--- src/rtl/i2c_unstick_pkg.sv ---
package i2c_unstick_pkg;

  typedef enum logic [3:0] {
    S_IDLE,
    S_FR_START,
    S_FR_CLK,
    S_FR_STOP,
    S_PROBE,
    S_SEIZE,
    S_RELEASE,
    S_BYTE,
    S_END_LOW,
    S_END_HIGH,
    S_DONE
  } top_state_e;

  typedef enum logic [1:0] {
    C_IDLE,
    C_LOW,
    C_RISE,
    C_HIGH
  } clk_state_e;

  function automatic int max2(input int a, input int b);
    return (a > b) ? a : b;
  endfunction

endpackage

--- src/rtl/i2c_unstick_tmr.sv ---
module i2c_unstick_tmr #(
  parameter int W = 8
) (
  input  logic         clk_i,
  input  logic         rst_ni,
  input  logic         load_i,
  input  logic [W-1:0] val_i,
  output logic         zero_o
);
  logic [W-1:0] cnt_q;

  always_ff @(posedge clk_i or negedge rst_ni) begin
    if (!rst_ni)            cnt_q <= '0;
    else if (load_i)        cnt_q <= val_i;
    else if (cnt_q != '0)   cnt_q <= cnt_q - 1'b1;
  end

  assign zero_o = (cnt_q == '0);
endmodule

--- src/rtl/i2c_unstick_clk.sv ---
module i2c_unstick_clk
  import i2c_unstick_pkg::*;
#(
  parameter int CNT_W    = 11,
  parameter int BASE_CYC = 30,
  parameter int TMO_CYC  = 1000,
  parameter int NP_W     = 4
) (
  input  logic            clk_i,
  input  logic            rst_ni,
  input  logic            start_i,
  input  logic [NP_W-1:0] npulse_i,
  input  logic            scl_i,
  output logic            scl_low_o,
  output logic            done_o,
  output logic            tmo_o
);
  localparam logic [CNT_W-1:0] BASE_V = CNT_W'(BASE_CYC);
  localparam logic [CNT_W-1:0] TMO_V  = CNT_W'(TMO_CYC);

  clk_state_e      st_q, st_d;
  logic [NP_W-1:0] left_q;
  logic            t_load, t_zero;
  logic [CNT_W-1:0] t_val;

  i2c_unstick_tmr #(.W(CNT_W)) u_tmr (
    .clk_i (clk_i),
    .rst_ni(rst_ni),
    .load_i(t_load),
    .val_i (t_val),
    .zero_o(t_zero)
  );

  always_comb begin
    st_d   = st_q;
    t_load = 1'b0;
    t_val  = BASE_V;
    unique case (st_q)
      C_IDLE: if (start_i) begin
        st_d = C_LOW; t_load = 1'b1;
      end
      C_LOW: if (t_zero) begin
        st_d = C_RISE; t_load = 1'b1; t_val = TMO_V;
      end
      C_RISE: begin
        if (scl_i) begin
          st_d = C_HIGH; t_load = 1'b1;
        end else if (t_zero) begin
          st_d = C_IDLE;
        end
      end
      C_HIGH: if (t_zero) begin
        if (left_q == NP_W'(1)) st_d = C_IDLE;
        else begin
          st_d = C_LOW; t_load = 1'b1;
        end
      end
      default: st_d = C_IDLE;
    endcase
  end

  always_ff @(posedge clk_i or negedge rst_ni) begin
    if (!rst_ni) begin
      st_q   <= C_IDLE;
      left_q <= '0;
    end else begin
      st_q <= st_d;
      if (st_q == C_IDLE && start_i)   left_q <= npulse_i;
      else if (st_q == C_HIGH && t_zero) left_q <= left_q - 1'b1;
    end
  end

  assign scl_low_o = (st_q == C_LOW);
  assign tmo_o     = (st_q == C_RISE) && !scl_i && t_zero;
  assign done_o    = tmo_o || ((st_q == C_HIGH) && t_zero && (left_q == NP_W'(1)));

  // checker counters
  logic [CNT_W-1:0] low_run_q, wait_run_q;
  always_ff @(posedge clk_i or negedge rst_ni) begin
    if (!rst_ni) begin
      low_run_q  <= '0;
      wait_run_q <= '0;
    end else begin
      low_run_q  <= scl_low_o ? low_run_q + 1'b1 : '0;
      wait_run_q <= (st_q == C_RISE) ? wait_run_q + 1'b1 : '0;
    end
  end


  low_width_chk: assert property (@(posedge clk_i) disable iff (!rst_ni)
    $fell(scl_low_o) |-> (low_run_q >= BASE_V));


  stretch_tmo_chk: assert property (@(posedge clk_i) disable iff (!rst_ni)
    tmo_o |-> (wait_run_q >= TMO_V));
endmodule

--- src/rtl/i2c_unstick_top.sv ---
module i2c_unstick_top
  import i2c_unstick_pkg::*;
#(
  parameter int CLK_MHZ    = 100,
  parameter int BUS_KHZ    = 100,
  parameter int TMO_US     = 100,
  parameter int NUM_FRAMES = 9,
  parameter int BYTE_CLKS  = 9
) (
  input  logic clk_i,
  input  logic rst_ni,
  input  logic req_i,
  input  logic mode_i,
  input  logic scl_i,
  input  logic sda_i,
  output logic scl_low_o,
  output logic sda_low_o,
  output logic busy_o,
  output logic done_o,
  output logic err_o,
  output logic sda_stuck_o
);
  localparam int BASE_US  = max2(2, 1000 / BUS_KHZ + 1);
  localparam int BASE_CYC = BASE_US * CLK_MHZ;
  localparam int TMO_CYC  = TMO_US * CLK_MHZ;
  localparam int CNT_W    = $clog2(max2(TMO_CYC, 2 * BASE_CYC) + 1);
  localparam int NP_W     = $clog2(max2(NUM_FRAMES, BYTE_CLKS) + 1);
  localparam logic [CNT_W-1:0] BASE_V = CNT_W'(BASE_CYC);
  localparam logic [CNT_W-1:0] GAP_V  = CNT_W'(2 * BASE_CYC);
  localparam logic [CNT_W-1:0] TMO_V  = CNT_W'(TMO_CYC);

  top_state_e       st_q, st_d;
  logic [NP_W-1:0]  frames_q;
  logic             stuck_q, err_q, second_q, hold_q;
  logic             t_load, t_zero;
  logic [CNT_W-1:0] t_val;
  logic             c_start, c_scl_low, c_done, c_tmo;
  logic [NP_W-1:0]  c_n;
  logic             bus_busy;

  assign bus_busy = scl_i && !sda_i;

  i2c_unstick_tmr #(.W(CNT_W)) u_tmr (
    .clk_i (clk_i),
    .rst_ni(rst_ni),
    .load_i(t_load),
    .val_i (t_val),
    .zero_o(t_zero)
  );

  i2c_unstick_clk #(
    .CNT_W   (CNT_W),
    .BASE_CYC(BASE_CYC),
    .TMO_CYC (TMO_CYC),
    .NP_W    (NP_W)
  ) u_clk (
    .clk_i    (clk_i),
    .rst_ni   (rst_ni),
    .start_i  (c_start),
    .npulse_i (c_n),
    .scl_i    (scl_i),
    .scl_low_o(c_scl_low),
    .done_o   (c_done),
    .tmo_o    (c_tmo)
  );

  always_comb begin
    st_d    = st_q;
    t_load  = 1'b0;
    t_val   = BASE_V;
    c_start = 1'b0;
    c_n     = NP_W'(1);
    unique case (st_q)
      S_IDLE: if (req_i) begin
        if (mode_i) st_d = S_PROBE;
        else begin
          st_d = S_FR_START; t_load = 1'b1;
        end
      end
      S_FR_START: if (t_zero) begin
        st_d = S_FR_CLK; c_start = 1'b1;
      end
      S_FR_CLK: if (c_done) begin
        if (c_tmo) st_d = S_DONE;
        else begin
          st_d = S_FR_STOP; t_load = 1'b1; t_val = GAP_V;
        end
      end
      S_FR_STOP: if (t_zero) begin
        if (frames_q == NP_W'(NUM_FRAMES - 1)) st_d = S_DONE;
        else begin
          st_d = S_FR_START; t_load = 1'b1;
        end
      end
      S_PROBE: begin
        st_d = S_SEIZE; t_load = 1'b1; t_val = TMO_V;
      end
      S_SEIZE: begin
        if (bus_busy) begin
          if (stuck_q && !second_q) begin
            st_d = S_RELEASE; t_load = 1'b1;
          end else begin
            st_d = S_BYTE; c_start = 1'b1; c_n = NP_W'(BYTE_CLKS);
          end
        end else if (t_zero) begin
          st_d = S_DONE;
        end
      end
      S_RELEASE: if (t_zero) begin
        st_d = S_SEIZE; t_load = 1'b1; t_val = TMO_V;
      end
      S_BYTE: if (c_done) begin
        if (c_tmo) st_d = S_DONE;
        else begin
          st_d = S_END_LOW; t_load = 1'b1;
        end
      end
      S_END_LOW: if (t_zero) begin
        st_d = S_END_HIGH; t_load = 1'b1;
      end
      S_END_HIGH: if (t_zero) st_d = S_DONE;
      S_DONE:     st_d = S_IDLE;
      default:    st_d = S_IDLE;
    endcase
  end

  always_ff @(posedge clk_i or negedge rst_ni) begin
    if (!rst_ni) begin
      st_q     <= S_IDLE;
      frames_q <= '0;
      stuck_q  <= 1'b0;
      err_q    <= 1'b0;
      second_q <= 1'b0;
      hold_q   <= 1'b0;
    end else begin
      st_q <= st_d;
      unique case (st_q)
        S_IDLE: if (req_i) begin
          frames_q <= '0;
          stuck_q  <= 1'b0;
          err_q    <= 1'b0;
          second_q <= 1'b0;
        end
        S_FR_CLK:  if (c_tmo) err_q <= 1'b1;
        S_FR_STOP: if (t_zero) frames_q <= frames_q + 1'b1;
        S_PROBE:   stuck_q <= !sda_i;
        S_SEIZE: begin
          if (bus_busy && !(stuck_q && !second_q)) hold_q <= 1'b1;
          else if (!bus_busy && t_zero)           err_q  <= 1'b1;
        end
        S_RELEASE: if (t_zero) second_q <= 1'b1;
        S_BYTE: begin
          if (c_scl_low) hold_q <= 1'b0;
          if (c_tmo)     err_q  <= 1'b1;
        end
        default: ;
      endcase
    end
  end

  always_comb begin
    scl_low_o = 1'b0;
    sda_low_o = 1'b0;
    unique case (st_q)
      S_FR_START, S_SEIZE, S_END_HIGH: sda_low_o = 1'b1;
      S_FR_CLK: begin
        scl_low_o = c_scl_low; sda_low_o = 1'b1;
      end
      S_BYTE: begin
        scl_low_o = c_scl_low; sda_low_o = hold_q;
      end
      S_END_LOW: begin
        scl_low_o = 1'b1; sda_low_o = 1'b1;
      end
      default: ;
    endcase
  end

  assign busy_o      = (st_q != S_IDLE);
  assign done_o      = (st_q == S_DONE);
  assign err_o       = err_q;
  assign sda_stuck_o = stuck_q;


  idle_release_chk: assert property (@(posedge clk_i) disable iff (!rst_ni)
    !busy_o |-> (!scl_low_o && !sda_low_o));


  busy_start_chk: assert property (@(posedge clk_i) disable iff (!rst_ni)
    $rose(busy_o) |-> $past(req_i));


  done_end_chk: assert property (@(posedge clk_i) disable iff (!rst_ni)
    done_o |=> !busy_o);


  result_hold_chk: assert property (@(posedge clk_i) disable iff (!rst_ni)
    (!busy_o && $past(!busy_o)) |-> ($stable(err_o) && $stable(sda_stuck_o)));
endmodule

--- config.mk ---
export PLATFORM = sky130hd
export DESIGN_NAME = i2c_unstick_top
export DESIGN_NICKNAME = d
export VERILOG_FILES = /design/src/rtl/i2c_unstick_pkg.sv /design/src/rtl/i2c_unstick_tmr.sv /design/src/rtl/i2c_unstick_clk.sv /design/src/rtl/i2c_unstick_top.sv
export SDC_FILE = /design/constraint.sdc
export NUM_CORES = 1
export LEC_CHECK = 0
export BUFFER_PORTS_ARGS = -buffer_cell sky130_fd_sc_hd__buf_2
export CAP_MARGIN = 20
export CORE_ASPECT_RATIO = 1.75
export CORE_MARGIN = 1
export CORE_UTILIZATION = 62
export DETAILED_ROUTE_END_ITERATION = 16
export PLACE_DENSITY = 0.91
export SLEW_MARGIN = 20
export SYNTH_ARGS = -nofsm -noshare
export SYNTH_HDL_FRONTEND = slang
export SYNTH_SLANG_ARGS = --single-unit
--- constraint.sdc ---
create_clock -name clk_i -period 3.6 [get_ports clk_i]
set_clock_uncertainty 0.1 [all_clocks]
set_input_delay 0.54 -clock clk_i [delete_from_list [all_inputs] [get_ports clk_i]]
set_output_delay 0.54 -clock clk_i [all_outputs]
set_load 0.02 [all_outputs]
==> results_dict.tcl, run 1 <==
set metrics [dict create \
    insertion_delay_ns 0.31 \
    path_delay_family "simple AND/OR/NAND/NOR gates" \
    drc_errors 0 \
    grt_max_degree 47 \
    clk_path_buf_depth 2 \
    area_growth_syn_to_layout_pct 5.430 \
    yosysWarnings 0 \
    slew_headroom_pct 42.12 \
    synth_area_leaders "dfrtp_1 38%, xnor2_1 4.4%, o21ai_0 4.3%, nor2_1 4.0%, xor2_1 3.2%" \
    synth_area_leader_cell "dfrtp_1" \
    synthArstFlopShare_pct 100.0 \
    firstDrtPassIters 4 \
    grt_overflow 0 \
    postCtsHoldBufs 0 \
    totalWireLength_um 7303 \
    cap_viol_max_count 0 \
    worstPathMaxFanout 16 \
    netlist.area_leader.share_pct 38.43 \
    slew_violations 0 \
    fin_nets 350 \
    tightest_slew_ns 0.8592 \
    path_class "flip-flop to flip-flop" \
    core_area_sq_um 4666 \
    hp-class "input pin to async pin" \
    hold_viol 0 \
    cts-root-buf "clkbuf_8" \
    syn_area_sq_um 2995 \
    ys.flop_type "dfrtp_1" \
    cts.repair.resized 0 \
    tns_ns 0 \
    synth_seq_area_share_pct 38.43 \
    num_rows 33 \
    drive_gt1_share_pct 12.13 \
    ir_drop_uv 302.9 \
    die-area_sq_um 5124 \
    portBuffers 11 \
    rsz0062_at_grt "false" \
    post_drt_wl_per_cell_um 18.73 \
    syn_area_per_cell_sq_um 9.049 \
    grt_pass1_vias 2621 \
    path_clk_slew_ns 0.09 \
    worstPathRequired_ns 3.70 \
    fin_crit_ns 2.854 \
    antenna_found_initial 0 \
    die_y_um 93.95 \
    numCtsBuffers 5 \
    grt_pass1_wl_um 11960 \
    synth_edf_count 0 \
    outcome "finished, final reports clean" \
    end_kind "flip-flop" \
    cp_slowest_cell "and4bb_2" \
    syn_nets 344 \
    cp_cell_sequence "inv_1 > ha_1 > nor4b_1 > and4bb_2 > a21oi_1 > or3_1 > mux2_1" \
    max_stage_delay_ns 0.58 \
    fp.dieW_um 54.54 \
    floorplan.initialDensity_pct 64.20 \
    cts_setup_buffers 0 \
    drt.antenna.violating_nets 0 \
    crit_buf_inv 1 \
    viasPerCell 6.641 \
    r2r_slack_ns 0.75 \
    critPathArrivalTime_ns 2.95 \
    max_clock_freq_ghz 0.3503 \
    synth_cells 331 \
    power_density_nw_per_um2 347.4 \
    period_share_pct 79.29 \
    dp_cells 382 \
    synth_cell_type_count 67 \
    gp_congestion 0.9068 \
    htreeDepth 2 \
    setup_viol 0 \
    n_antenna_cell 0 \
    cts_tree "done" \
    leakage_nw 1.219 \
    via_count 2590 \
    yosys_register_bits 46 \
    io_pins 12 \
    start_kind "flip-flop" \
    clkSinkCount 46 \
    layout.cells.non_filler 390 \
    grt_use_total_pct 32.56 \
    hpwlAfterDp_um 5328 \
    drtIter0Drc 127 \
]
==> metrics by stage <==
stage / hold slack [ns] / setup slack, ns / instance area (sq um) / util [%] / total power [W]
after floorplan: 0.1444 / 1.094 / 2995 / - / 0.0007202
after global placement: 0.3634 / 0.8915 / 3063 / 65.65 / 0.0007589
after detailed placement: 0.3657 / 0.7661 / 3063 / 65.65 / 0.0007703
after CTS: 0.3284 / 0.7312 / 3156 / 67.63 / 0.001098
after global routing: 0.1650 / 0.5278 / 3158 / 67.69 / 0.001147
final: 0.1139 / 0.7455 / 3158 / 67.69 / 0.001097
==> layer usage <==
| layer | global-route usage [%] | part of all wire [%] |
|---|---|---|
| met1 | 34.06 | 36 |
| met4 | 25.64 | 6.8 |
| met3 | 6.311 | 4.3 |
| met5 | 0 | 0 |
| met2 | 53.46 | 53 |
==> synth_stat cells (2+ instances only) <==
master / n
or3_1: 2
nand2_1: 24
nand2b_1: 13
xnor2_1: 15
o21ai_0: 26
nor2b_1: 5
buf_6: 2
o22ai_1: 3
a22oi_1: 3
a31oi_1: 4
nor4b_1: 2
a211oi_1: 4
ha_1: 7
buf_1: 3
or4_4: 2
o31ai_1: 3
buf_2: 3
mux2i_1: 5
xor2_1: 11
inv_1: 13
a21o_1: 4
o22a_1: 2
dfrtp_1: 46
or3b_2: 2
nand3_1: 10
o32ai_1: 2
nor2_1: 32
nor3b_1: 2
nor4bb_1: 2
a21oi_1: 17
nor3_1: 10
nor4_1: 6
o211ai_1: 2
and3_1: 3
clkbuf_1: 7
or2_2: 3
==> cell type report <==
cell class / count / area, sq um
fillers: 379 / 1508
well taps: 52 / 65.06
repair buffers: 14 / 80.08
flip-flops and latches: 46 / 1151
multi-input cells: 257 / 1720
clock inverters: 3 / 23.77
inverters: 13 / 48.80
clock buffers: 5 / 68.82
==> where the power goes <==
group,switching [W],internal (W)
clock network,0.000198,0.000139
logic,0.0000756,0.0000745
registers,0.0000495,0.000561
==> cell families after synthesis <==
family,count (synthesis),synth area share (%)
muxes,6,2.047
AOI/OAI and AO/OA,87,19.97
DFF,46,38.43
adders and majority gates,7,2.924
buffers and inverters,28,4.135
and+or+nand+nor,131,24.90
xor gates and xnor gates,26,7.602
==> flip-flops by register name, indices dropped and copies added (netlist names) <==
register / count
sda_stuck_o: 1
st_q: 4
frames_q: 4
u_tmr.cnt_q: 14
u_clk.left_q: 4
err_o: 1
u_clk.st_q: 2
u_clk.u_tmr.cnt_q: 14
hold_q: 1
second_q: 1
==> path summary, 6_finish.rpt <==
path                                 from              to  depth (start not counted)
setup / recovery           u_tmr.cnt_q[0]         st_q[0]                          7
hold / removal                     rst_ni  u_tmr.cnt_q[9]                          1
setup reg to reg           u_tmr.cnt_q[0]         st_q[0]                          7
hold reg to reg               frames_q[3]     frames_q[3]                          1
max in group asynchronous          rst_ni     frames_q[0]                          1
min in group clk_i                  sda_i     sda_stuck_o                          2
==> layout by cell type, fill, tap and decap left out, types with 3 or more instances in the layout <==
master	count
a211oi_1	4
buf_4	4
nor2_1	32
and3_1	3
a21o_1	4
nand3_1	10
nor3_1	10
nand2_1	24
nor2b_1	5
dfrtp_1	46
or2_2	3
o31ai_1	3
ha_1	7
a22oi_1	3
a21oi_1	17
nor4_1	6
mux2i_1	5
nand2b_1	13
a31oi_1	4
o21ai_0	26
buf_2	10
clkbuf_8	5
o22ai_1	3
xnor2_1	15
inv_1	13
xor2_1	11
Power figures use the tool's default switching activity.
==> run 2: changes to the inputs <==
- CORE_UTILIZATION: 62 -> 56
- PLACE_DENSITY: 0.91 -> 0.87
- clock period: 3.6 -> 2.6 ns (I/O delays scaled with it)
==> results_dict.tcl, run 2 (synthesis results as in run 1) <==
set metrics [dict create \
    outcome "finished, violations left" \
    violations "hold timing" \
    hold_viol 25 \
    die-area_sq_um 5657 \
    layout.cells.non_filler 431 \
    cap_viol_max_count 0 \
    hpwlAfterDp_um 5822 \
    worstPathRequired_ns 2.72 \
    numCtsBuffers 5 \
    hp-class "input pin to async pin" \
    gp_congestion 0.9887 \
    cp_cell_sequence "inv_1 > ha_1 > nor4b_1 > buf_4 > nand4bb_1 > a221o_1 > a2111o_1 > a22oi_1" \
    grt_overflow 0 \
    postCtsHoldBufs 0 \
    htreeDepth 2 \
    drive_gt1_share_pct 23.61 \
    grt_pass1_vias 2818 \
    n_antenna_cell 0 \
    io_pins 12 \
    wl_met1_um 2661 \
    dpl_worst_slack_ns -0.01402 \
    r2r_slack_ns 0.01 \
    cts-root-buf "clkbuf_8" \
    cts_tree "done" \
    fin_crit_ns 2.589 \
    worstPathMaxFanout 4 \
    path_class "flip-flop to flip-flop" \
    critPathArrivalTime_ns 2.71 \
    fin_nets 390 \
    slew_headroom_pct 56.52 \
    clkSinkCount 46 \
    antenna_found_initial 0 \
    core_area_sq_um 5062 \
    grt_use_total_pct 28.61 \
    grt_pass1_wl_um 12420 \
    power_density_nw_per_um2 426.2 \
    routed-wl-met2_um 4357 \
    tightest_slew_ns 0.6501 \
    start_kind "flip-flop" \
    via_count 2732 \
    grt_max_degree 27 \
    post_drt_wl_per_cell_um 18.12 \
    insertion_delay_ns 0.30 \
    floorplan.initialDensity_pct 59.17 \
    period_share_pct 99.58 \
    firstDrtPassIters 4 \
    rr_endpoint "st_q[1]" \
    rr_worst_depth 8 \
    max_stage_delay_ns 0.50 \
    portBuffers 11 \
    path_clk_slew_ns 0.08 \
    cp_slowest_cell "a221o_1" \
    area_growth_syn_to_layout_pct 17.33 \
    worst_slack_ns 0.01092 \
    postLayoutCellArea_sq_um 3515 \
    highest_layer "met4" \
    largest_registers "u_clk.u_tmr.cnt_q (14), u_tmr.cnt_q (14)" \
    viasPerCell 6.339 \
    clk_path_buf_depth 2 \
    rr_startpoint "u_tmr.cnt_q[0]" \
    dp_cells 419 \
    placed_area_sq_um 3328 \
    slew_violations 0 \
    final_cell_mix "46 x dfrtp_1, 40 x buf_4, 32 x nor2_1" \
    drc_errors 0 \
    max_clock_freq_ghz 0.3862 \
    drt.antenna.violating_nets 0 \
    holdWs_ns -0.01562 \
    ir_drop_uv 322.8 \
    num_rows 34 \
    drtIter0Drc 122 \
    end_kind "flip-flop" \
    die_y_um 98.75 \
    met3_wirelength_um 316 \
    leakage_nw 1.448 \
    totalWireLength_um 7811 \
    utilization_pct 69.43 \
    setup_viol 0 \
    fp.dieW_um 57.29 \
    final_common_cell "dfrtp_1" \
]
[run 2: area by class of cell]
| cell class | instances | area (sq um) |
|---|---|---|
| multi-input combinational | 257 | 1770 |
| timing repair buffer | 54 | 397.9 |
| tap | 54 | 67.56 |
| clock inverter | 2 | 10.01 |
| sequential | 46 | 1151 |
| fill | 399 | 1548 |
| inverter | 13 | 48.80 |
| clock buffer | 5 | 68.82 |
[run 2: worst max-delay path by stage]
stage          cells after the start         endpoint                  from  slack, ns
2_1_floorplan                      8   u_tmr.cnt_q[4]  u_clk.u_tmr.cnt_q[0]       0.09
3_3_place_gp                       7  u_tmr.cnt_q[13]  u_clk.u_tmr.cnt_q[0]       0.07
3_5_place_dp                       7   u_tmr.cnt_q[9]  u_clk.u_tmr.cnt_q[0]      -0.01
4_1_cts                            8  u_clk.left_q[3]  u_clk.u_tmr.cnt_q[0]      0.008
5_1_grt                            8          st_q[1]        u_tmr.cnt_q[0]      -0.06
6_report                           8          st_q[1]        u_tmr.cnt_q[0]       0.01
[run 2: power by group]
group          leakage, nW  switching [W]  internal (W)
Combinational        0.915       0.000116      0.000123
Clock               0.0438       0.000233      0.000181
Sequential           0.490      0.0000681      0.000776
Total                 1.45       0.000418       0.00108
[run 2: what timing repair did]
action / 4_1_cts / 5_1_grt
gates resized for setup: 2 / 12
setup endpoints to repair: 8 / 30
buffers inserted: 2 / 3
pin swaps: 1 / 5
cloned: 0 / 0
[run 2: worst max-delay path: cells and delay by family, from the launching register on]
kind                       cells  cell delay [ns]
AOI/OAI and AO/OA              3             1.09
and+or+nand+nor                2             0.46
buffers and inverters          2             0.29
DFF                            1             0.40
adders and majority gates      1             0.18
[run 2: stage by stage]
step	total power, W	TNS [ns]
after global routing	0.001554	-0.2030
after floorplan	0.0009972	0
after global placement	0.001084	0
after CTS	0.001504	0
final	0.001498	0
after detailed placement	0.001095	-0.02525
[run 2: routing by layer]
layer,up-vias,track usage [%]
met4,0,18.76
met3,46,4.199
li1,1292,-
met5,-,0
met2,91,54.66
met1,1303,26.94
==> run 3: changes to the inputs <==
- REMOVE_ABC_BUFFERS: unset -> 1
==> results_dict.tcl, run 3 (synthesis results as in run 1) <==
set metrics [dict create \
    fin_nets 389 \
    rr_endpoint "u_clk.u_tmr.cnt_q[6]" \
    die-area_sq_um 5657 \
    via_count 2782 \
    violations "setup timing" \
    n_fill_cell 393 \
    io_pins 12 \
    largest_registers "u_clk.u_tmr.cnt_q (14), u_tmr.cnt_q (14)" \
    r2r_slack_ns -0.07 \
    fp.dieW_um 57.29 \
    worstSetupStartpoint "u_clk.u_tmr.cnt_q[1]" \
    worstPathRequired_ns 2.74 \
    hold-path-endpoint "sda_stuck_o" \
    hp-start "sda_i" \
    holdWs_ns 0.2124 \
    ir_drop_uv 256.4 \
    outcome "finished, violations left" \
    slew_headroom_pct 45.90 \
    cp_cell_sequence "inv_2 > ha_4 > or4b_4 > or4b_4 > buf_6 > buf_6 > a221oi_4 > buf_6 > o21a_1" \
    rr_startpoint "u_clk.u_tmr.cnt_q[1]" \
    portBuffers 11 \
    num_rows 34 \
    cp_slowest_cell "or4b_4" \
    numCtsBuffers 5 \
    placed_area_sq_um 3268 \
    drc_errors 0 \
    start_kind "flip-flop" \
    tightest_slew_ns 0.8090 \
    insertion_delay_ns 0.31 \
    power_density_nw_per_um2 428.4 \
    core_area_sq_um 5062 \
    post_drt_wl_per_cell_um 18.43 \
    hp-class "input pin to flip-flop" \
    path_delay_family "simple AND/OR/NAND/NOR gates" \
    clkSinkCount 46 \
    critPathArrivalTime_ns 2.82 \
    worstPathMaxFanout 8 \
    period_share_pct 102.8 \
    cts-root-buf "clkbuf_8" \
    worst_slack_ns -0.07396 \
    clk_path_buf_depth 2 \
    path_clk_slew_ns 0.09 \
    firstDrtPassIters 5 \
    cp_common_cell "buf_6" \
    dp_cells 411 \
    die_y_um 98.75 \
    hold_viol 0 \
    cap_viol_max_count 0 \
    cts_tree "done" \
    viasPerCell 6.455 \
    final_cell_mix "46 x dfrtp_1, 36 x buf_4, 29 x nor2_1" \
    whs_path_depth 2 \
    postLayoutCellArea_sq_um 3561 \
    grt_overflow 0 \
    drtIter0Drc 113 \
    leakage_nw 1.450 \
    rsz0062_at_grt "true" \
    end_kind "flip-flop" \
    setup_viol 13 \
    gp_congestion 0.9603 \
    drive_gt1_share_pct 23.61 \
    hpwlAfterDp_um 5902 \
    totalWireLength_um 7942 \
    rr_worst_depth 9 \
    layout.cells.non_filler 431 \
    crit_buf_inv 4 \
    final_common_cell "dfrtp_1" \
    htreeDepth 2 \
    max_clock_freq_ghz 0.3740 \
    grt_use_total_pct 30.11 \
    grt_pass1_vias 2855 \
    antenna_found_initial 0 \
    max_stage_delay_ns 0.57 \
    floorplan.initialDensity_pct 59.17 \
    path_class "flip-flop to flip-flop" \
    grt_pass1_wl_um 13040 \
    area_growth_syn_to_layout_pct 18.88 \
    grt_max_degree 28 \
    tns_ns -0.5252 \
    n_antenna_cell 0 \
    dpl_worst_slack_ns -0.03507 \
    fin_crit_ns 2.674 \
    drt.antenna.violating_nets 0 \
    slew_violations 0 \
]
-- run 3: cell count changes in the layout (fill, tap and decap cells not counted), moves of 2 or more --
| cell | previous run | this run |
|---|---|---|
| buf_4 | 40 | 36 |
| nor2_1 | 32 | 29 |
| buf_6 | 2 | 4 |
| nor2_4 | 0 | 2 |
-- run 3: how the worst max path moves through the flow --
| stage | to | slack, ns | cells past startpoint |
|---|---|---|---|
| floorplan | st_q[0] | -0.28 | 7 |
| global placement | u_tmr.cnt_q[4] | 0.07 | 7 |
| detailed placement | u_tmr.cnt_q[7] | -0.04 | 7 |
| CTS | st_q[3] | 0.000004 | 8 |
| global route | u_clk.u_tmr.cnt_q[6] | -0.13 | 9 |
| finish | u_clk.u_tmr.cnt_q[6] | -0.07 | 9 |
-- run 3: repair_timing --
item                                    4_1_cts  5_1_grt
pin swaps                                     2       14
buffers inserted                              3        8
endpoints found under the setup margin        8       22
endpoints found under the hold margin        19        0
hold buffers                                  1        0
gates resized for setup                       2       23
-- run 3: routing by layer --
metal,track usage (%),wire (um),vias to the layer above
met3,5.118,262,38
li1,-,-,1291
met2,56.83,4437,90
met4,17.26,425,0
met5,0,0,-
met1,29.71,2817,1363
-- run 3: cell type report --
cell class	count	area, sq um	share of cell area, %
clock buffers	6	72.57	2.038
clock inverters	2	13.76	0.3865
inverters	13	48.80	1.370
multi-input cells	257	1807	50.74
flip-flops and latches	46	1151	32.33
well taps	54	67.56	1.897
repair buffers	53	400.4	11.24
-- run 3: report_power, final --
part | total, W | switching, W | internal [W]
clock network | 0.000439 | 0.000249 | 0.000190
logic | 0.000240 | 0.000123 | 0.000117
registers | 0.000847 | 0.0000704 | 0.000776
total | 0.00153 | 0.000442 | 0.00108
-- run 3: per-stage QoR --
stage / util, % / total power (W)
after floorplan: - / 0.0009971
after global placement: 64.56 / 0.001074
after detailed placement: 64.56 / 0.001096
after CTS: 67.10 / 0.001537
after global routing: 70.34 / 0.001592
final: 70.34 / 0.001525
